[config.mk]
export PLATFORM = sky130hd
export DESIGN_NAME = flash_cmd_decoder
export DESIGN_NICKNAME = d
export VERILOG_FILES = /design/src/rtl/fcd_pkg.sv /design/src/rtl/fcd_strobe_sync.sv /design/src/rtl/fcd_seq_fsm.sv /design/src/rtl/fcd_sig_rom.sv /design/src/rtl/flash_cmd_decoder.sv
export SDC_FILE = /design/constraint.sdc
export NUM_CORES = 1
export LEC_CHECK = 0
export CAP_MARGIN = 20
export CELL_PAD_IN_SITES_DETAIL_PLACEMENT = 0
export CELL_PAD_IN_SITES_GLOBAL_PLACEMENT = 1
export CORE_MARGIN = 2
export CORE_UTILIZATION = 40
export DETAILED_ROUTE_END_ITERATION = 12
export PLACE_DENSITY = 0.78
export SLEW_MARGIN = 20
export SYNTH_ARGS = -nofsm -noshare
export SYNTH_HDL_FRONTEND = slang
export SYNTH_SLANG_ARGS = --single-unit
[constraint.sdc]
create_clock -name clk -period 3.8 [get_ports clk]
set_input_delay 1.14 -clock clk [delete_from_list [all_inputs] [get_ports clk]]
set_output_delay 1.14 -clock clk [all_outputs]
set_load 0.05 [all_outputs]
[src/rtl/fcd_pkg.sv]
package fcd_pkg;

  typedef enum logic [1:0] {
    RM_ARRAY  = 2'b00,
    RM_SIG    = 2'b01,
    RM_STATUS = 2'b10
  } rd_mode_e;

  typedef enum logic [2:0] {
    SQ_IDLE  = 3'd0,
    SQ_UNL1  = 3'd1,
    SQ_UNL2  = 3'd2,
    SQ_ESET  = 3'd3,
    SQ_EUNL1 = 3'd4,
    SQ_EUNL2 = 3'd5
  } seq_state_e;

  localparam logic [7:0] KEY_BYTE_1   = 8'hAA;
  localparam logic [7:0] KEY_BYTE_2   = 8'h55;
  localparam logic [7:0] OP_RESET     = 8'hF0;
  localparam logic [7:0] OP_SIGNATURE = 8'h90;
  localparam logic [7:0] OP_ERASE_SET = 8'h80;
  localparam logic [7:0] OP_BULK_CONF = 8'h10;

endpackage

[src/rtl/fcd_strobe_sync.sv]
module fcd_strobe_sync #(
  parameter int ADDR_W = 16,
  parameter int SYNC_N = 2
) (
  input  logic              clk,
  input  logic              rst_n,
  input  logic              cs_n,
  input  logic              we_n,
  input  logic [ADDR_W-1:0] addr_in,
  input  logic [7:0]        data_in,
  output logic              win_open,
  output logic              wr_valid,
  output logic [ADDR_W-1:0] wr_addr,
  output logic [7:0]        wr_data
);

  logic              win_raw;
  logic [SYNC_N:0]   sh;
  logic              win_close;
  logic [ADDR_W-1:0] addr_hold;

  assign win_raw = ~cs_n & ~we_n;

  // sh[SYNC_N-1] is the synchronised level, sh[SYNC_N] its previous value
  always_ff @(posedge clk or negedge rst_n) begin
    if (!rst_n) sh <= '0;
    else        sh <= {sh[SYNC_N-1:0], win_raw};
  end

  assign win_open  =  sh[SYNC_N-1] & ~sh[SYNC_N];
  assign win_close = ~sh[SYNC_N-1] &  sh[SYNC_N];

  always_ff @(posedge clk or negedge rst_n) begin
    if (!rst_n) begin
      addr_hold <= '0;
      wr_addr   <= '0;
      wr_data   <= '0;
      wr_valid  <= 1'b0;
    end else begin
      wr_valid <= win_close;
      if (win_open) addr_hold <= addr_in;
      if (win_close) begin
        wr_addr <= addr_hold;
        wr_data <= data_in;
      end
    end
  end

endmodule

[src/rtl/fcd_seq_fsm.sv]
module fcd_seq_fsm
  import fcd_pkg::*;
#(
  parameter int              ADDR_W    = 16,
  parameter logic [ADDR_W-1:0] KEY_ADDR_1 = 'h5555,
  parameter logic [ADDR_W-1:0] KEY_ADDR_2 = 'h2AAA
) (
  input  logic              clk,
  input  logic              rst_n,
  input  logic              wr_valid,
  input  logic [ADDR_W-1:0] wr_addr,
  input  logic [7:0]        wr_data,
  input  logic              eng_busy,
  output rd_mode_e          mode,
  output logic              start_p,
  output logic              abort_p,
  output logic              cmd_reset,
  output logic              seq_miss
);

  seq_state_e state, nxt_state;
  rd_mode_e   nxt_mode;
  logic       go_start, go_abort;

  function automatic logic hit(input logic [ADDR_W-1:0] a, input logic [7:0] d,
                               input logic [ADDR_W-1:0] ea, input logic [7:0] ed);
    return (a == ea) && (d == ed);
  endfunction

  always_comb begin
    nxt_state = state;
    nxt_mode  = mode;
    go_start  = 1'b0;
    go_abort  = 1'b0;
    cmd_reset = 1'b0;
    seq_miss  = 1'b0;
    if (wr_valid) begin
      if (wr_data == OP_RESET) begin
        cmd_reset = 1'b1;
        nxt_state = SQ_IDLE;
        nxt_mode  = RM_ARRAY;
        go_abort  = eng_busy;
      end else if (!eng_busy) begin
        case (state)
          SQ_IDLE:
            if (hit(wr_addr, wr_data, KEY_ADDR_1, KEY_BYTE_1)) nxt_state = SQ_UNL1;
            else seq_miss = 1'b1;
          SQ_UNL1:
            if (hit(wr_addr, wr_data, KEY_ADDR_2, KEY_BYTE_2)) nxt_state = SQ_UNL2;
            else seq_miss = 1'b1;
          SQ_UNL2:
            if (hit(wr_addr, wr_data, KEY_ADDR_1, OP_SIGNATURE)) begin
              nxt_state = SQ_IDLE;
              nxt_mode  = RM_SIG;
            end else if (hit(wr_addr, wr_data, KEY_ADDR_1, OP_ERASE_SET)) begin
              nxt_state = SQ_ESET;
            end else seq_miss = 1'b1;
          SQ_ESET:
            if (hit(wr_addr, wr_data, KEY_ADDR_1, KEY_BYTE_1)) nxt_state = SQ_EUNL1;
            else seq_miss = 1'b1;
          SQ_EUNL1:
            if (hit(wr_addr, wr_data, KEY_ADDR_2, KEY_BYTE_2)) nxt_state = SQ_EUNL2;
            else seq_miss = 1'b1;
          SQ_EUNL2:
            if (hit(wr_addr, wr_data, KEY_ADDR_1, OP_BULK_CONF)) begin
              nxt_state = SQ_IDLE;
              nxt_mode  = RM_STATUS;
              go_start  = 1'b1;
            end else seq_miss = 1'b1;
          default: seq_miss = 1'b1;
        endcase
        if (seq_miss) begin
          nxt_state = SQ_IDLE;
          nxt_mode  = RM_ARRAY;
        end
      end
    end
  end

  always_ff @(posedge clk or negedge rst_n) begin
    if (!rst_n) begin
      state   <= SQ_IDLE;
      mode    <= RM_ARRAY;
      start_p <= 1'b0;
      abort_p <= 1'b0;
    end else begin
      state   <= nxt_state;
      mode    <= nxt_mode;
      start_p <= go_start;
      abort_p <= go_abort;
    end
  end

endmodule

[src/rtl/fcd_sig_rom.sv]
module fcd_sig_rom
  import fcd_pkg::*;
#(
  parameter logic [7:0] MFR_CODE = 8'h20,
  parameter logic [7:0] DEV_CODE = 8'hE2
) (
  input  rd_mode_e   mode,
  input  logic [2:0] sel,   // {A6, A1, A0}
  output logic [7:0] code
);

  function automatic logic [7:0] lookup(input logic [2:0] s);
    case (s)
      3'b000:  return MFR_CODE;
      3'b001:  return DEV_CODE;
      default: return 8'hFF;
    endcase
  endfunction

  assign code = (mode == RM_SIG) ? lookup(sel) : 8'hFF;

endmodule

[src/rtl/flash_cmd_decoder.sv]
module flash_cmd_decoder
  import fcd_pkg::*;
#(
  parameter int                ADDR_W     = 16,
  parameter int                SYNC_N     = 2,
  parameter logic [ADDR_W-1:0] KEY_ADDR_1 = 'h5555,
  parameter logic [ADDR_W-1:0] KEY_ADDR_2 = 'h2AAA,
  parameter logic [7:0]        MFR_CODE   = 8'h20,
  parameter logic [7:0]        DEV_CODE   = 8'hE2
) (
  input  logic              clk,
  input  logic              rst_n,
  input  logic [ADDR_W-1:0] bus_addr,
  input  logic [7:0]        bus_data,
  input  logic              bus_cs_n,
  input  logic              bus_we_n,
  input  logic              eng_busy,
  output logic [1:0]        rd_mode,
  output logic [7:0]        sig_data,
  output logic              erase_start,
  output logic              erase_abort
);

  logic              win_open;
  logic              wr_valid;
  logic [ADDR_W-1:0] wr_addr;
  logic [7:0]        wr_data;
  logic              cmd_reset;
  logic              seq_miss;
  rd_mode_e          mode;

  fcd_strobe_sync #(.ADDR_W(ADDR_W), .SYNC_N(SYNC_N)) u_sync (
    .clk      (clk),
    .rst_n    (rst_n),
    .cs_n     (bus_cs_n),
    .we_n     (bus_we_n),
    .addr_in  (bus_addr),
    .data_in  (bus_data),
    .win_open (win_open),
    .wr_valid (wr_valid),
    .wr_addr  (wr_addr),
    .wr_data  (wr_data)
  );

  fcd_seq_fsm #(.ADDR_W(ADDR_W), .KEY_ADDR_1(KEY_ADDR_1), .KEY_ADDR_2(KEY_ADDR_2)) u_fsm (
    .clk       (clk),
    .rst_n     (rst_n),
    .wr_valid  (wr_valid),
    .wr_addr   (wr_addr),
    .wr_data   (wr_data),
    .eng_busy  (eng_busy),
    .mode      (mode),
    .start_p   (erase_start),
    .abort_p   (erase_abort),
    .cmd_reset (cmd_reset),
    .seq_miss  (seq_miss)
  );

  fcd_sig_rom #(.MFR_CODE(MFR_CODE), .DEV_CODE(DEV_CODE)) u_rom (
    .mode (mode),
    .sel  ({bus_addr[6], bus_addr[1], bus_addr[0]}),
    .code (sig_data)
  );

  assign rd_mode = mode;

endmodule

After elaboration in Yosys (flattened, before gate mapping)
Cells that the tools add are included.

storage, ports and cells
  register bits = 51
  bits in latches = 0
  bits in writable memories = 0
  memory bits (read-only) = 0
  output and inout port bits = 12
  logic and storage cells = 87
  memories kept = 0

cells by class
  add/subtract/negate cells = 0
  $mul = 0
  div/mod/pow operators = 0
  magnitude comparators = 0
  equality and inequality tests = 23
  shifts and indexed selects = 0
  muxes and demuxes = 35
  bitwise gates (word level) = 7
  reduce and logical (&&, ||, !) cells = 13

operators with widths
  kind                                                                number
  8-bit == test (second input constant)                               4
  3-bit two-way mux                                                   10
  4-bit by 1-bit != test with 1-bit output (second input constant)    6
  3-bit case mux with 6 select lines                                  1
  16-bit by 14-bit == test with 1-bit output (second input constant)  1
  16-bit by 15-bit == test with 1-bit output (second input constant)  1
  8-bit case mux with 2 select lines                                  1
  1-bit two-way mux                                                   15
  2-bit two-way mux                                                   5
  9-bit AND reduction                                                 1
  8-bit by 5-bit == test with 1-bit output (second input constant)    1
  8-bit by 7-bit == test with 1-bit output (second input constant)    1
  8-bit two-way mux                                                   1
  8-bit nonzero test                                                  1
  3-bit by 1-bit == test with 1-bit output (second input constant)    2
  3-bit by 2-bit == test with 1-bit output (second input constant)    2
  3-bit == test (second input constant)                               2
  3-bit zero test                                                     2
  1-bit logical AND                                                   5
  5-bit by 1-bit != test with 1-bit output (second input constant)    1
  5-bit AND reduction                                                 1
  1-bit NOT                                                           4
  1-bit case mux with 4 select lines                                  1
  2-bit case mux with 2 select lines                                  1
  5 further kinds                                                     8

Logic depth before layout (Yosys ltp)
  depth in word-level cells = 11
  gate-level depth with buffers = 6

By module
Synthesis repeated with hierarchy kept, for this count alone.

unflattened totals
  cell total of the unflattened synthesis = 173
  area, all modules = 2,426.1 µm²

by module, submodules not included
  module           instances  cells an instance  area each (µm²)
  fcd_strobe_sync  1          92                 1,740.4
  fcd_seq_fsm      1          72                 616.8
  fcd_sig_rom      1          9                  68.8

Worst setup path after synthesis
OpenSTA, ideal clock, no wires.

  kind = input to output
  start = input port bus_addr[1]
  end = output port sig_data[6]
  arrival = 2.730 ns
  required time = 2.660 ns
  slack = -0.070 ns
  cell stages on the path = 3
  path through = or4b_2 > or2_2 > buf_4

on the way
  word-level cells in the longest chain between the ends = 3
  elaborated cells on any way between the ends = 4
  classes of those cells = 1 x eq/ne; 2 x mux; 1 x reduce/logical

ends and longest elaborated chain
  item                                                                         line                     source
  start: declaration                                                           flash_cmd_decoder.sv:13  input logic [ADDR_W-1:0] bus_addr,
  3-bit by 1-bit == test with 1-bit output or 3-bit zero test (tied branches)  fcd_sig_rom.sv:13        case (s)
  8-bit case mux with 2 select lines *                                         fcd_sig_rom.sv:13
  8-bit two-way mux *                                                          fcd_sig_rom.sv:20        assign code = (mode == RM_SIG) ? lookup(sel) : 8'hFF;
  end: declaration                                                             flash_cmd_decoder.sv:19  output logic [7:0] sig_data,

Every way passes the cells marked *; elsewhere a longest branch is shown, timed or not.

Worst setup path in the final report
Same ends and word-level chain as after synthesis.

==> PnR_summary.wiki <==
{| class="wikitable"
! Metric !! Value
|-
| Total power divided by cell area || 426.6 mW/mm^2
|-
| Max Transition Viols Final || 0
|-
| CTS tree || yes
|-
| Number of antenna violations at the first check in global routing || 0
|-
| GRT Overall Usage || 15.17%
|-
| Fraction of the yosys area taken by sequential cells || 52.25%
|-
| Final antenna-violating net count || 0
|-
| Switching power || 0.3493 mW
|-
| Effective utilization at floorplan || 41.25%
|-
| Standby leakage power || 1.176 nW
|-
| Internal power component || 0.9142 mW
|-
| Filler Cell Count || 538
|-
| Vias in the first global route || 1627
|-
| Class of the worst hold path || reg2reg
|-
| Critical Path End Type || primary output
|-
| Clock latency reported for the late side of the worst-skew pair || 0.31 ns
|-
| RSZ-0062 raised after global routing || no
|-
| Number of clock buffers inserted by TritonCTS || 5
|-
| Post-synth top area share || 52.25%
|-
| Count of final setup violators || 0
|-
| Data arrival at the endpoint of the critical path || 2.55 ns
|-
| Row cnt || 28
|-
| Max_cap viols || 0
|-
| Cell Area, Placed || 0.002867 mm^2
|-
| Slew at the pin with the worst max-slew slack || 0.7516 ns
|-
| Number of instances in the synthesized netlist || 194
|-
| Cell count of the worst hold path || 0
|-
| Number of detailed-route iterations in the first pass || 4
|-
| # diodes || 0
|-
| Sequential cell fraction of total power || 57.9%
|-
| Worst Reg-to-Reg Cells || 5
|-
| Critical path class || in2out
|-
| Average cell area after synthesis || 12.59 um^2
|-
| Global placer's final weighted congestion || 0.7860
|-
| Worst max-slew margin expressed relative to the limit || 49.89%
|-
| Global routing met2 resource utilization || 24.39%
|-
| Area Growth Syn to Fin || 21.26%
|-
| Total DRC errors in the routed layout || 0
|-
| Die H || 82.14 um
|-
| Number of I/O pins || 41
|-
| Clock transition time at the flip-flop clock pins of the worst setup and hold paths || 0.10 ns
|-
| CORE AREA || 0.005921 mm^2
|-
| Endpoints failing hold || 0
|-
| Source of the worst hold timing path || u_sync.sh[0]
|-
| Number of enable-type register cells in the synthesized netlist || 0
|-
| Worst IR drop on VDD || 0.0002612 V
|-
| Cell with the most instances after synthesis || sky130_fd_sc_hd__dfrtp_1
|-
| Total via count after detailed routing || 1662
|-
| List of most frequent post-synthesis cells || 51 x sky130_fd_sc_hd__dfrtp_1, 40 x sky130_fd_sc_hd__mux2_2, 10 x sky130_fd_sc_hd__nand2_1, 8 x sky130_fd_sc_hd__nor2_1, 6 x sky130_fd_sc_hd__buf_4
|-
| Switching share of total power || 27.65%
|-
| Count of cell types in the netlist || 46
|-
| Clock tree buffer depth || 2
|-
| Run status || finished clean
|-
| Library cell used as clock root buffer || sky130_fd_sc_hd__clkbuf_8
|-
| Synth Net Count || 223
|-
| Port bufs || 39
|-
| Cell types occupying the most area after synthesis || sky130_fd_sc_hd__dfrtp_1 52%, sky130_fd_sc_hd__mux2_2 18%, sky130_fd_sc_hd__buf_4 1.8%, sky130_fd_sc_hd__and4bb_2 1.5%, sky130_fd_sc_hd__nand2_1 1.5%
|-
| Syn. warnings || 0
|-
| Crit path launch || bus_addr[1]
|-
| Setup TNS || 0 ns
|-
| Average routed wire per standard cell || 15.01 um
|-
| Pin count of the biggest net entering global routing || 35
|-
| Post-synthesis async set-or-reset flop share || 100.0%
|-
| Most congested layer reported by global routing || met2
|-
| CTS H-tree depth || 2
|-
| Via-per-instance ratio || 5.431
|-
| Register Area || 0.001276 mm^2
|-
| Number of synthesized register bits || 51
|-
| Clock Power Share || 25.2%
|-
| Placed wire-length estimate || 3.392 mm
|-
| Starting DRC count in detailed routing || 23
|-
| DIE AREA || 0.006747 mm^2
|-
| Kind of launch point of the worst setup path || input pin
|-
| Area of the multi-input gates || 0.001091 mm^2
|-
| CP max FO || 3
|-
| Startpoint of the worst-slack reg-to-reg timing path || u_sync.wr_data[3]
|-
| Setup slack of the most critical reg-to-reg path || 1.75 ns
|-
| GRT Residual Overflow || 0
|-
| Gate power share || 16.9%
|-
| Wire length reported by the detailed router || 4.592 mm
|-
| Post-synth top area cell || sky130_fd_sc_hd__dfrtp_1
|-
| Clock sink count || 51
|-
| Fmax || 271.0 MHz
|-
| GR Util met1 || 20.90%
|-
| Share of the clock period used by the worst path after layout || 97.10%
|-
| Prevailing post-synth register cell || sky130_fd_sc_hd__dfrtp_1
|-
| Destination of the worst register-to-register timing path || u_fsm.mode[0]
|-
| Post-Route Utilization || 50.02%
|-
| Share of final-layout standard cells stronger than drive strength 1 || 32.03%
|-
| Setup Skew || 0.009117 ns
|-
| Met3 global-route usage || 3.261%
|-
| Layout Nets || 259
|-
| Shortest clock period the worst path allows after layout || 3.690 ns
|-
| Die X-Extent || 82.14 um
|-
| CP required || 2.66 ns
|-
| Area of the mapped netlist || 0.002442 mm^2
|-
| Finished Cell Area || 0.002962 mm^2
|-
| Worst hold path endpoint || u_sync.sh[1]
|-
| Wire length of the first global-routing pass || 7.831 mm
|}
-- timing repair --
item                       4_1_cts  5_1_grt
hold buffers                     0        0
setup buffers                    0        0
resized for setup                1        0
setup endpoints to repair        3        0
-- per-stage QoR --
stage	hold WS (ns)	total power [mW]	setup slack (ns)	instances
2_1_floorplan	0.3312	0.8678	0.06143	194
3_3_place_gp	0.3315	0.9500	0.02517	298
3_5_place_dp	0.3358	0.9610	-0.03542	298
4_1_cts	0.3593	1.282	0.1040	306
5_1_grt	0.3832	1.339	0.06700	306
6_report	0.3653	1.263	0.1101	306
-- cells by family after synthesis --
group	Yosys count	synth area share (%)
AOI/OAI and AO/OA	18	6.148
buffers and inverters	17	3.637
DFF	51	52.25
muxes	40	18.44
other	1	0.1535
and+or+nand+nor	67	19.37
-- worst max-delay path by stage --
stage,endpoint,slack (ns),cells after the start
3_5_place_dp,sig_data[6],-0.04,4
6_report,sig_data[6],0.11,4
2_1_floorplan,sig_data[6],0.06,3
4_1_cts,sig_data[6],0.10,4
3_3_place_gp,sig_data[6],0.03,4
5_1_grt,sig_data[7],0.07,4
-- cells in the final DEF, fill, tap and decap left out, types with 5 or more instances in the layout --
master                            synthesis  layout
sky130_fd_sc_hd__buf_4                    6      11
sky130_fd_sc_hd__nor2_1                   8       8
sky130_fd_sc_hd__clkdlybuf4s50_1          0      31
sky130_fd_sc_hd__clkbuf_8                 0       5
sky130_fd_sc_hd__nor4_1                   5       5
sky130_fd_sc_hd__nand2_1                 10      10
sky130_fd_sc_hd__mux2_2                  40      40
sky130_fd_sc_hd__dfrtp_1                 51      51
-- final cells by class --
class                      instances  share of cell area [%]
clock buffer                       5                   2.324
multi-input combinational        126                   36.84
tap                               75                   3.169
clock inverter                     3                  0.7605
sequential                        51                   43.09
timing repair buffer              43                   13.43
inverter                           3                  0.3802
-- layer usage --
metal	vias to the layer above	part of all wire [%]
met3	5	3.8
met4	0	1.0
li1	783	-
met2	34	49
met5	-	0
met1	840	47
-- state kept, by name, indices dropped and copies added, names as in the netlist --
register / cells
u_fsm.abort_p: 1
u_fsm.start_p: 1
u_fsm.state: 3
u_fsm.mode: 2
u_sync.addr_hold: 16
u_sync.wr_data: 8
u_sync.wr_addr: 16
u_sync.sh: 3
u_sync.wr_valid: 1
-- power groups by stage --
stage	logic, mW	clock network (mW)	registers [mW]
after floorplan	0.158	0	0.710
after global placement	0.210	0	0.740
after detailed placement	0.216	0	0.745
after CTS	0.217	0.331	0.734
after global routing	0.234	0.353	0.752
final	0.213	0.318	0.732
-- worst max-delay path, cell delays in order --
cell and delay, ns:
sky130_fd_sc_hd__clkdlybuf4s50_1 0.43, sky130_fd_sc_hd__or4b_4 0.54, sky130_fd_sc_hd__or2_4 0.25, sky130_fd_sc_hd__buf_4 0.19
No activity file was read; power rests on OpenSTA's default activity.
